==> config.mk <==
export PLATFORM = sky130hd
export DESIGN_NAME = fifo_alloc_router
export DESIGN_NICKNAME = d
export VERILOG_FILES = /design/src/rtl/fa_pkg.sv /design/src/rtl/fa_prio_bank.sv /design/src/rtl/fa_port_arb.sv /design/src/rtl/fa_fifo_pick.sv /design/src/rtl/fifo_alloc_router.sv
export SDC_FILE = /design/constraint.sdc
export NUM_CORES = 1
export LEC_CHECK = 0
export ABC_CLOCK_PERIOD_IN_PS = 18200
export BUFFER_PORTS_ARGS = -buffer_cell sky130_fd_sc_hd__buf_2
export CORE_ASPECT_RATIO = 1.5
export CORE_UTILIZATION = 45
export CTS_CLUSTER_DIAMETER = 60
export DETAILED_ROUTE_END_ITERATION = 16
export GPL_TIMING_DRIVEN = 0
export MAX_ROUTING_LAYER = met4
export PLACE_DENSITY = 0.82
export SLEW_MARGIN = 0
export SYNTH_ARGS = -nofsm -noshare
export SYNTH_HDL_FRONTEND = slang
export SYNTH_SLANG_ARGS = --single-unit
==> constraint.sdc <==
create_clock -name clk_i -period 18.2 [get_ports clk_i]
set_clock_uncertainty 0.1 [all_clocks]
set_input_delay 2.73 -clock clk_i [delete_from_list [all_inputs] [get_ports clk_i]]
set_output_delay 2.73 -clock clk_i [all_outputs]
set_load 0.05 [all_outputs]
==> src/rtl/fa_pkg.sv <==
package fa_pkg;
  typedef enum logic [1:0] {
    RSP_NONE = 2'b00,
    RSP_OK   = 2'b01,
    RSP_PART = 2'b10,
    RSP_WAIT = 2'b11
  } rsp_code_e;
endpackage

==> src/rtl/fa_prio_bank.sv <==
module fa_prio_bank #(
  parameter int N_PORTS = 4,
  parameter int LVL_W   = 2,
  parameter logic [LVL_W-1:0] RST_LVL = '1,
  localparam int PORT_W = $clog2(N_PORTS)
) (
  input  logic                     clk_i,
  input  logic                     rst_ni,
  input  logic                     we_i,
  input  logic [PORT_W-1:0]        addr_i,
  input  logic [LVL_W-1:0]         data_i,
  output logic [N_PORTS*LVL_W-1:0] level_o
);
  for (genvar p = 0; p < N_PORTS; p++) begin : g_lvl
    logic [LVL_W-1:0] lvl_q;
    always_ff @(posedge clk_i or negedge rst_ni) begin
      if (!rst_ni)                                lvl_q <= RST_LVL;
      else if (we_i && addr_i == PORT_W'(p))      lvl_q <= data_i;
    end
    assign level_o[p*LVL_W +: LVL_W] = lvl_q;

    // a host write lands in the addressed port's level
    a_r1_level_write: assert property (@(posedge clk_i) disable iff (!rst_ni)
      (we_i && addr_i == PORT_W'(p)) |=> (lvl_q == $past(data_i)));
  end
endmodule

==> src/rtl/fa_port_arb.sv <==
module fa_port_arb #(
  parameter int N_PORTS = 4,
  localparam int PORT_W = $clog2(N_PORTS)
) (
  input  logic [N_PORTS-1:0] req_i,
  output logic [N_PORTS-1:0] gnt_o,
  output logic               any_o,
  output logic [PORT_W-1:0]  idx_o
);
  // fixed order, lowest index wins
  always_comb begin
    gnt_o = '0;
    any_o = 1'b0;
    idx_o = '0;
    for (int i = 0; i < N_PORTS; i++) begin
      if (req_i[i] && !any_o) begin
        any_o    = 1'b1;
        gnt_o[i] = 1'b1;
        idx_o    = PORT_W'(i);
      end
    end
  end
endmodule

==> src/rtl/fa_fifo_pick.sv <==
module fa_fifo_pick import fa_pkg::*; #(
  parameter int N_FIFOS = 4,
  parameter int CNT_W   = 12,
  localparam int LVL_W  = $clog2(N_FIFOS)
) (
  input  logic [LVL_W-1:0]         level_i,
  input  logic [CNT_W-1:0]         count_i,
  input  logic [N_FIFOS*CNT_W-1:0] free_i,
  input  logic [N_FIFOS-1:0]       busy_i,
  output rsp_code_e                code_o,
  output logic [LVL_W-1:0]         fifo_o,
  output logic [CNT_W-1:0]         cnt_o
);
  logic             fit_found, best_v;
  logic [LVL_W-1:0] fit_idx, best_idx;
  logic [CNT_W-1:0] best_free;

  always_comb begin
    fit_found = 1'b0;
    fit_idx   = '0;
    best_v    = 1'b0;
    best_idx  = '0;
    best_free = '0;
    for (int f = 0; f < N_FIFOS; f++) begin
      logic [CNT_W-1:0] fr;
      logic             elig;
      fr   = free_i[f*CNT_W +: CNT_W];
      elig = (LVL_W'(f) <= level_i) && (fr != '0) && !busy_i[f];
      if (elig && !fit_found && fr >= count_i) begin
        fit_found = 1'b1;
        fit_idx   = LVL_W'(f);
      end
      // strict compare keeps the lowest index on ties
      if (elig && (!best_v || fr > best_free)) begin
        best_v    = 1'b1;
        best_idx  = LVL_W'(f);
        best_free = fr;
      end
    end
    if (fit_found) begin
      code_o = RSP_OK;
      fifo_o = fit_idx;
      cnt_o  = count_i;
    end else if (best_v) begin
      code_o = RSP_PART;
      fifo_o = best_idx;
      cnt_o  = best_free;
    end else begin
      code_o = RSP_WAIT;
      fifo_o = '0;
      cnt_o  = '0;
    end
  end
endmodule

==> src/rtl/fifo_alloc_router.sv <==
module fifo_alloc_router import fa_pkg::*; #(
  parameter int N_PORTS = 4,
  parameter int N_FIFOS = 4,
  parameter int CNT_W   = 12,
  localparam int PORT_W = $clog2(N_PORTS),
  localparam int LVL_W  = $clog2(N_FIFOS)
) (
  input  logic                     clk_i,
  input  logic                     rst_ni,
  input  logic [N_PORTS-1:0]       req_valid_i,
  input  logic [N_PORTS*CNT_W-1:0] req_count_i,
  input  logic [N_PORTS-1:0]       done_i,
  input  logic [N_FIFOS*CNT_W-1:0] fifo_free_i,
  input  logic                     cfg_we_i,
  input  logic [PORT_W-1:0]        cfg_addr_i,
  input  logic [LVL_W-1:0]         cfg_data_i,
  output logic [N_PORTS-1:0]       rsp_valid_o,
  output logic [N_PORTS*2-1:0]     rsp_code_o,
  output logic [N_PORTS*LVL_W-1:0] rsp_fifo_o,
  output logic [N_PORTS*CNT_W-1:0] rsp_count_o
);
  logic [N_PORTS*LVL_W-1:0] level_flat;
  logic [N_PORTS-1:0]       pend, arb_gnt, owns, rsp_v_q;
  logic                     fire;
  logic [PORT_W-1:0]        arb_idx;
  logic [LVL_W-1:0]         sel_level, pick_fifo, fifo_q;
  logic [CNT_W-1:0]         sel_count, pick_cnt, cnt_q;
  rsp_code_e                pick_code, code_q;
  logic [N_FIFOS-1:0]       alloc_q;
  logic [PORT_W-1:0]        owner_q [N_FIFOS];

  fa_prio_bank #(.N_PORTS(N_PORTS), .LVL_W(LVL_W)) u_prio (
    .clk_i   (clk_i),
    .rst_ni  (rst_ni),
    .we_i    (cfg_we_i),
    .addr_i  (cfg_addr_i),
    .data_i  (cfg_data_i),
    .level_o (level_flat)
  );

  // ports in their response cycle or holding a FIFO are not arbitrated
  assign pend = req_valid_i & ~rsp_v_q & ~owns;

  fa_port_arb #(.N_PORTS(N_PORTS)) u_arb (
    .req_i (pend),
    .gnt_o (arb_gnt),
    .any_o (fire),
    .idx_o (arb_idx)
  );

  assign sel_level = level_flat[arb_idx*LVL_W +: LVL_W];
  assign sel_count = req_count_i[arb_idx*CNT_W +: CNT_W];

  fa_fifo_pick #(.N_FIFOS(N_FIFOS), .CNT_W(CNT_W)) u_pick (
    .level_i (sel_level),
    .count_i (sel_count),
    .free_i  (fifo_free_i),
    .busy_i  (alloc_q),
    .code_o  (pick_code),
    .fifo_o  (pick_fifo),
    .cnt_o   (pick_cnt)
  );

  always_ff @(posedge clk_i or negedge rst_ni) begin
    if (!rst_ni) begin
      rsp_v_q <= '0;
      code_q  <= RSP_NONE;
      fifo_q  <= '0;
      cnt_q   <= '0;
    end else begin
      rsp_v_q <= arb_gnt;
      if (fire) begin
        code_q <= pick_code;
        fifo_q <= pick_fifo;
        cnt_q  <= pick_cnt;
      end
    end
  end

  for (genvar f = 0; f < N_FIFOS; f++) begin : g_alloc
    always_ff @(posedge clk_i or negedge rst_ni) begin
      if (!rst_ni) begin
        alloc_q[f] <= 1'b0;
        owner_q[f] <= '0;
      end else if (fire && pick_code != RSP_WAIT && pick_fifo == LVL_W'(f)) begin
        alloc_q[f] <= 1'b1;
        owner_q[f] <= arb_idx;
      end else if (alloc_q[f] && done_i[owner_q[f]]) begin
        alloc_q[f] <= 1'b0;
      end
    end
  end

  always_comb begin
    owns = '0;
    for (int p = 0; p < N_PORTS; p++)
      for (int f = 0; f < N_FIFOS; f++)
        if (alloc_q[f] && owner_q[f] == PORT_W'(p)) owns[p] = 1'b1;
  end

  for (genvar p = 0; p < N_PORTS; p++) begin : g_out
    assign rsp_valid_o[p]               = rsp_v_q[p];
    assign rsp_code_o[p*2 +: 2]         = rsp_v_q[p] ? code_q : RSP_NONE;
    assign rsp_fifo_o[p*LVL_W +: LVL_W] = rsp_v_q[p] ? fifo_q : '0;
    assign rsp_count_o[p*CNT_W +: CNT_W] = rsp_v_q[p] ? cnt_q : '0;
  end

  // one response per cycle
  a_r7_one_rsp: assert property (@(posedge clk_i) disable iff (!rst_ni)
    $onehot0(rsp_v_q));

  // grant never above the port's level
  a_r2_level_limit: assert property (@(posedge clk_i) disable iff (!rst_ni)
    (fire && pick_code != RSP_WAIT) |-> (pick_fifo <= sel_level));

  // partial grant is non-zero and below the request
  a_r4_part_short: assert property (@(posedge clk_i) disable iff (!rst_ni)
    (fire && pick_code == RSP_PART) |-> (pick_cnt < sel_count && pick_cnt != '0));

  // a granted FIFO is held from the next cycle
  a_r8_held: assert property (@(posedge clk_i) disable iff (!rst_ni)
    (fire && pick_code != RSP_WAIT) |=> alloc_q[$past(pick_fifo)]);

  // a held FIFO is never granted again
  a_r6_no_double: assert property (@(posedge clk_i) disable iff (!rst_ni)
    (fire && pick_code != RSP_WAIT) |-> !alloc_q[pick_fifo]);
endmodule

* Word-level counts from Yosys, hierarchy flattened
Cells that the tools add are included.
Operators by class: $lt $le $gt $ge 15, shifts and indexed selects 2, multipliers 1, eq/ne operators 19, bitwise operators 4, reduce and logical (&&, ||, !) cells 80, multiplexer cells 78
Operator list (count):
- 12-bit 2-to-1 mux | 10
- 1-bit logical AND | 50
- 12-bit greater-or-equal comparator | 4
- 12-bit nonzero test | 4
- 48-bit by 7-bit variable part select with 12-bit output | 1
- 1-bit 2-to-1 mux | 47
- 12-bit > comparator | 3
- 2-bit 2-to-1 mux | 17
- 2-bit equality test, second input constant | 12
- 1-bit logical NOT | 13
- 2-bit by 1-bit equality test with 1-bit output, second input constant | 6
- 2-bit logical NOT | 6
- 2-bit by 3-bit < comparator with 1-bit output, second input constant | 4
- 4-bit AND | 2
- 1-bit binary-select mux with 2-bit select | 4
- 4-bit inverter | 2
- 2-bit nonzero test | 4
- 8-bit by 4-bit variable part select with 2-bit output | 1
- 1-bit by 2-bit <= comparator with 1-bit output, first input constant | 2
- 2-bit <= comparator, first input constant | 2
- 2-bit by 2-bit multiplier with 4-bit output, second input constant | 1
- 1-bit logical OR | 3
- 2-bit != test, second input constant | 1
Word-level totals: word-level logic and storage cells 215, register bits 40

* Logic depth before layout (Yosys ltp)
word-level depth 41, gate-level depth with buffers 34

* Modules after synthesis
From an unflattened synthesis, not the netlist that was laid out.
Unflattened totals: cell total of the unflattened synthesis 600, area, all modules 5499.0 µm²
Modules (own cells, without submodules):
- fa_fifo_pick | area each 2902.8 µm², cells an instance 380, instances 1
- fifo_alloc_router | area each 2202.1 µm², cells an instance 189, instances 1
- fa_prio_bank | area each 332.8 µm², cells an instance 20, instances 1
- fa_port_arb | area each 61.3 µm², cells an instance 11, instances 1

* Worst setup path before layout
OpenSTA, ideal clock, no wires.
path kind in2reg, from input port req_valid_i[0], to register owner_q[6] (netlist bit), library setup time 0.125 ns, required time 17.975 ns, stages on the path 30, path buffers 2, path slack 9.408 ns, arrival 8.566 ns, path through nor2b_1 nand3_1 inv_1 o21ai_1 a21oi_2 o41a_1 and2_4 clkbuf_1 a21oi_1 ha_1 a21o_1 a21o_1 a2111oi_0 o21ai_0 o21ai_1 clkbuf_1 nor2_1 a21oi_1 inv_1 ha_1 a21o_1 a21oi_1 o21ai_0 nand2_1 o211ai_1 and2_1 o31ai_4 a21boi_2 or4b_4 mux2_4
On the way: word-level cells in the longest chain between the ends 34
Ends and longest elaborated chain:
- start: declaration | line fifo_alloc_router.sv:10 | input logic [N_PORTS-1:0] req_valid_i,
- 4-bit AND * (2 in series) | line fifo_alloc_router.sv:42 | assign pend = req_valid_i & ~rsp_v_q & ~owns;
- 1-bit 2-to-1 mux *
- named net arb_gnt[0] | line fifo_alloc_router.sv:23 | logic [N_PORTS-1:0] pend, arb_gnt, owns, rsp_v_q;
- 1-bit logical NOT | line fa_port_arb.sv:16 | if (req_i[i] && !any_o) begin
- 1-bit logical AND | line fa_port_arb.sv:16
- 1-bit 2-to-1 mux | line fa_port_arb.sv:16
- 1-bit logical NOT | line fa_port_arb.sv:16
- 1-bit logical AND | line fa_port_arb.sv:16
- (+17 left out)
- 12-bit > comparator, or another cell as far along | line fa_fifo_pick.sv:34 | if (elig && (!best_v || fr > best_free)) begin
- 1-bit logical OR / 1-bit logical NOT (equally long branches) | line fa_fifo_pick.sv:34, fa_fifo_pick.sv:29
- 1-bit logical AND (on tied branches) | line fa_fifo_pick.sv:34, fa_fifo_pick.sv:29
- 1-bit 2-to-1 mux / 1-bit logical AND (equally long branches) | line fa_fifo_pick.sv:34, fa_fifo_pick.sv:29
- 1-bit 2-to-1 mux (on tied branches) | line fa_fifo_pick.sv:44, fa_fifo_pick.sv:29
- 2-bit 2-to-1 mux | line fa_fifo_pick.sv:40 | if (fit_found) begin
- 2-bit != test | line fifo_alloc_router.sv:85 | end else if (fire && pick_code != RSP_WAIT && pick_fifo == LVL_W'(f)) begin
- 1-bit logical AND (2 in series) | line fifo_alloc_router.sv:85
- end signal: indexed assignment | line fifo_alloc_router.sv:87 | owner_q[f] <= arb_idx;
- end: declaration | line fifo_alloc_router.sv:30 | logic [PORT_W-1:0] owner_q [N_FIFOS];
Mark *: on every way through the listed nets, which the timed path passes. The rest lies on a longest branch. A chain may end at the register's enable or synchronous reset.

* Worst setup path after layout
from input port fifo_free_i[5], to register owner_q[6] (netlist bit)
On the way: word-level cells in the longest chain between the ends 21
Ends and longest elaborated chain:
- start: declaration | line fifo_alloc_router.sv:13 | input logic [N_FIFOS*CNT_W-1:0] fifo_free_i,
- 12-bit nonzero test | line fa_fifo_pick.sv:28 | elig = (LVL_W'(f) <= level_i) && (fr != '0) && !busy_i[f];
- 1-bit logical AND (2 in series) | line fa_fifo_pick.sv:28
- 12-bit 2-to-1 mux, or another cell as far along | line fa_fifo_pick.sv:34
- 12-bit > comparator, or another cell as far along | line fa_fifo_pick.sv:34
- 1-bit logical OR / 1-bit logical NOT (equally long branches) | line fa_fifo_pick.sv:34, fa_fifo_pick.sv:29
- 1-bit logical AND (on tied branches) | line fa_fifo_pick.sv:34, fa_fifo_pick.sv:29
- 12-bit 2-to-1 mux, or another cell as far along | line fa_fifo_pick.sv:34
- 12-bit > comparator, or another cell as far along | line fa_fifo_pick.sv:34
- (+4 left out)
- 1-bit logical OR / 1-bit logical NOT (equally long branches) | line fa_fifo_pick.sv:34, fa_fifo_pick.sv:29
- 1-bit logical AND (on tied branches) | line fa_fifo_pick.sv:34, fa_fifo_pick.sv:29
- 1-bit 2-to-1 mux / 1-bit logical AND (equally long branches) | line fa_fifo_pick.sv:34, fa_fifo_pick.sv:29
- 1-bit 2-to-1 mux (on tied branches) | line fa_fifo_pick.sv:44, fa_fifo_pick.sv:29
- 2-bit 2-to-1 mux | line fa_fifo_pick.sv:40
- 2-bit != test | line fifo_alloc_router.sv:85
- 1-bit logical AND | line fifo_alloc_router.sv:85
- 1-bit logical AND * | line fifo_alloc_router.sv:85
Mark *: on every way between the ends. The rest lies on a longest branch, timed or not.

==> run metrics <==
setup slack of the most critical reg-to-reg path 9790 ps; simple-gate share of the synthesized area 0.260; starting utilization of the core area 0.464; total congestion overflow after global routing 0; arrival time of the worst setup path 10060 ps; Sink Count 40; number of nets in the layout 1030; clk root buf clkbuf_16; Post-Synthesis Cell Area 0.00535 mm2; largest family of logic cells by synthesized area simple AND/OR/NAND/NOR gates; parity-gate share of the synthesized area counting xor and xnor cells 0; placer congestion estimate 1.01; Max Cap Violations 0; clock tree from TritonCTS done; nature of the critical path endpoint flip-flop; share of cell area taken by muxes after synthesis 0.0812; required time of the critical path 18270 ps; main area contributors after synthesis ha_1 (20%), dfrtp_1 (15%), and2_1 (7.8%); Period Utilization, post-route 0.549; detailed placement HPWL 14300 um; end point of the critical path owner_q[6]$_DFFE_PN0P_; unrepaired setup endpoints after global routing no; Slew Limit Fails 0; average cell area after synthesis 8.23 um2; layout cell share with drive strength beyond 1 0.282; maximum buffer depth of the clock tree 2; worst slew pin tran 1080 ps; Peak Freq 100 MHz; crit-path max FO 10; Worst R2R Path Depth 32; cell type group with the largest total delay on the critical path compound AO/OA/AOI/OAI gates; worst relative slew slack 0.282; Post-Place Cells 978; delay of the slowest cell on the worst path 610 ps; sequential area share after synthesis 0.189; Die Width 91.0 um; antenna-violating nets left 0; number of antenna violations at the first check in global routing 0; most common library cells after synthesis ha_1 (84), and2_1 (67), a21oi_1 (63); count of final hold-check violations 0; Syn. warnings 0; count leader, synth ha_1; highest metal layer used by the detailed router met4; DR WL met3 1140 um; Critical Path Start fifo_free_i[5]; complex-gate fraction of the synthesized area 0.231; DRC violations left 0; total of fill cells in the finished design 1110; Port Buffer Count 178; Clk Latency, worst-skew pair 290 ps; total via count in the routed design 5878; setup fix buffers added after clock tree synthesis 0; final routed wirelength across all metal layers 17200 um; area of the die 0.0123 mm2; top-area cell type share of the netlist area 0.197; post-synthesis adder-cell area fraction 0.197; startpoint kind of the worst setup timing path input port; Reg-to-Reg End owner_q[6]$_DFFE_PN0P_; global-route total usage across every layer 0.282; ys flop type dfrtp_1; final sum of negative setup slack 0 ps; number of DRC markers after the initial detailed-route iteration 385; library cell occupying the most area in the post-synthesis netlist ha_1; Max stage delay cell, worst path or4b_4; storage element area 0.00101 mm2; cts-stage hold buffer count 0; number of enable-type register cells in the synthesized netlist 0; finished layout cell area 0.00656 mm2; Post-Syn Nets 845; count of buffering cells on the critical path with inverters included 4; FF-to-FF Start alloc_q[0]$_DFFE_PN0P_; number of gates given a new drive strength after cts 0; instance count of the mapped netlist 650; post-synthesis sequential element count 40; final antenna diode count 0; setup violators final 0; multi-input gate area in the final layout 0.00411 mm2; CTS HTree Levels 2; area inside the core boundary 0.0115 mm2; CP Class input port to flip-flop; I/O pin cnt 179; number of global-route vias before repair 5395; Async SR Flop Fraction 1.00; maximum number of pins on one net before global-route repair 41; area post-placement 0.00642 mm2; register clock-pin slew on the reported worst setup and hold paths 50 ps; number of buffers inserted during clock tree synthesis 5; DRT met1 WL 6590 um; Cell Rows 48; final routed wire length divided by cell count 17.5 um; met2 wire length 8580 um; min Tclk post-route 9990 ps; worst min-delay path class flip-flop to flip-flop; result of the run finished clean; vias per cell 5.96; global-route wire length before repair 26700 um; synth unique cells 65; minimum setup slack after placement 8110 ps; Die Span Y 135 um; instance count on the critical path 31; area growth from synthesis to final layout 22.7%; final standard cell count with taps included and fillers excluded 986; least setup slack across all paths after layout 8210 ps; first-pass iteration count of the detailed router 5
final cells by class:
cell class	count	share of cell area
Buffer	22	0.0147
Multi-Input combinational cell	553	0.626
Sequential cell	40	0.154
Clock inverter	1	0.000763
Clock buffer	7	0.0202
Tap cell	150	0.0286
Timing Repair Buffer	178	0.136
Inverter	35	0.0200
through the flow:
| stage | hold slack (ps) | utilization |
|---|---|---|
| CTS | 446 | 0.569 |
| detailed placement | 434 | 0.557 |
| global placement | 403 | 0.557 |
| global route | 482 | 0.569 |
| finish | 440 | 0.569 |
| floorplan | 374 | - |
cells by family (layout without fill, tap and decap cells):
| logic type | Yosys count | after routing |
|---|---|---|
| AND/OR/NAND/NOR | 255 | 255 |
| adder cells (fa/ha/maj) | 84 | 84 |
| AO/OA/AOI/OAI | 179 | 179 |
| flip-flops | 40 | 40 |
| multiplexers | 35 | 35 |
| buffers and inverters | 57 | 243 |
layout by cell type (no fill, tap or decap), drive strengths merged, types with 2 or more instances in the layout:
master,netlist,final
a2111oi,3,3
a211oi,2,2
a21o,18,18
a21oi,64,64
a221o,12,12
a221oi,2,2
a31o,2,2
a31oi,7,7
and2,68,68
and3,7,7
buf,5,183
clkbuf,17,24
dfrtp,32,32
dfstp,8,8
ha,84,84
inv,35,35
mux2,18,18
mux2i,13,13
mux4,4,4
nand2,55,55
nand2b,9,9
nand3,17,17
nand3b,7,7
nand4,7,7
nor2,41,41
nor2b,7,7
nor3,8,8
nor3b,4,4
nor4,14,14
o211ai,6,6
o21a,5,5
o21ai,20,20
o221ai,12,12
o22ai,2,2
o31ai,12,12
o41ai,2,2
or2,4,4
or3,3,3
flip-flops by register name (all words and copies together) (netlist names):
name / cells
cnt_q: 12
owner_q: 8
u_prio.g_lvl.lvl_q: 8
alloc_q: 4
rsp_valid_o: 4
code_q: 2
fifo_q: 2
layer usage:
metal  up-vias  GRT usage
li1       2791          -
met1      2720      0.319
met2       301      0.483
met3        66     0.0337
met4         0      0.155
met5         -          -
how the worst min path moves through the flow:
stage,startpoint,to,slack (ps),depth (start not counted)
after global routing,code_q[1]$_DFFE_PN0P_,code_q[1]$_DFFE_PN0P_,480,2
after CTS,code_q[1]$_DFFE_PN0P_,code_q[1]$_DFFE_PN0P_,450,2
after floorplan,code_q[1]$_DFFE_PN0P_,code_q[1]$_DFFE_PN0P_,370,2
final,code_q[1]$_DFFE_PN0P_,code_q[1]$_DFFE_PN0P_,440,2
after detailed placement,code_q[1]$_DFFE_PN0P_,code_q[1]$_DFFE_PN0P_,430,2
after global placement,code_q[1]$_DFFE_PN0P_,code_q[1]$_DFFE_PN0P_,400,2
worst min-delay path: stages, from the launching register on:
cell and delay, ps:
dfrtp_1 390, nand2_1 70, nand2_1 50
Power is left out: the tool's default activity adds up to more than one toggle a clock period on the data nets, which glitch-free logic cannot reach.
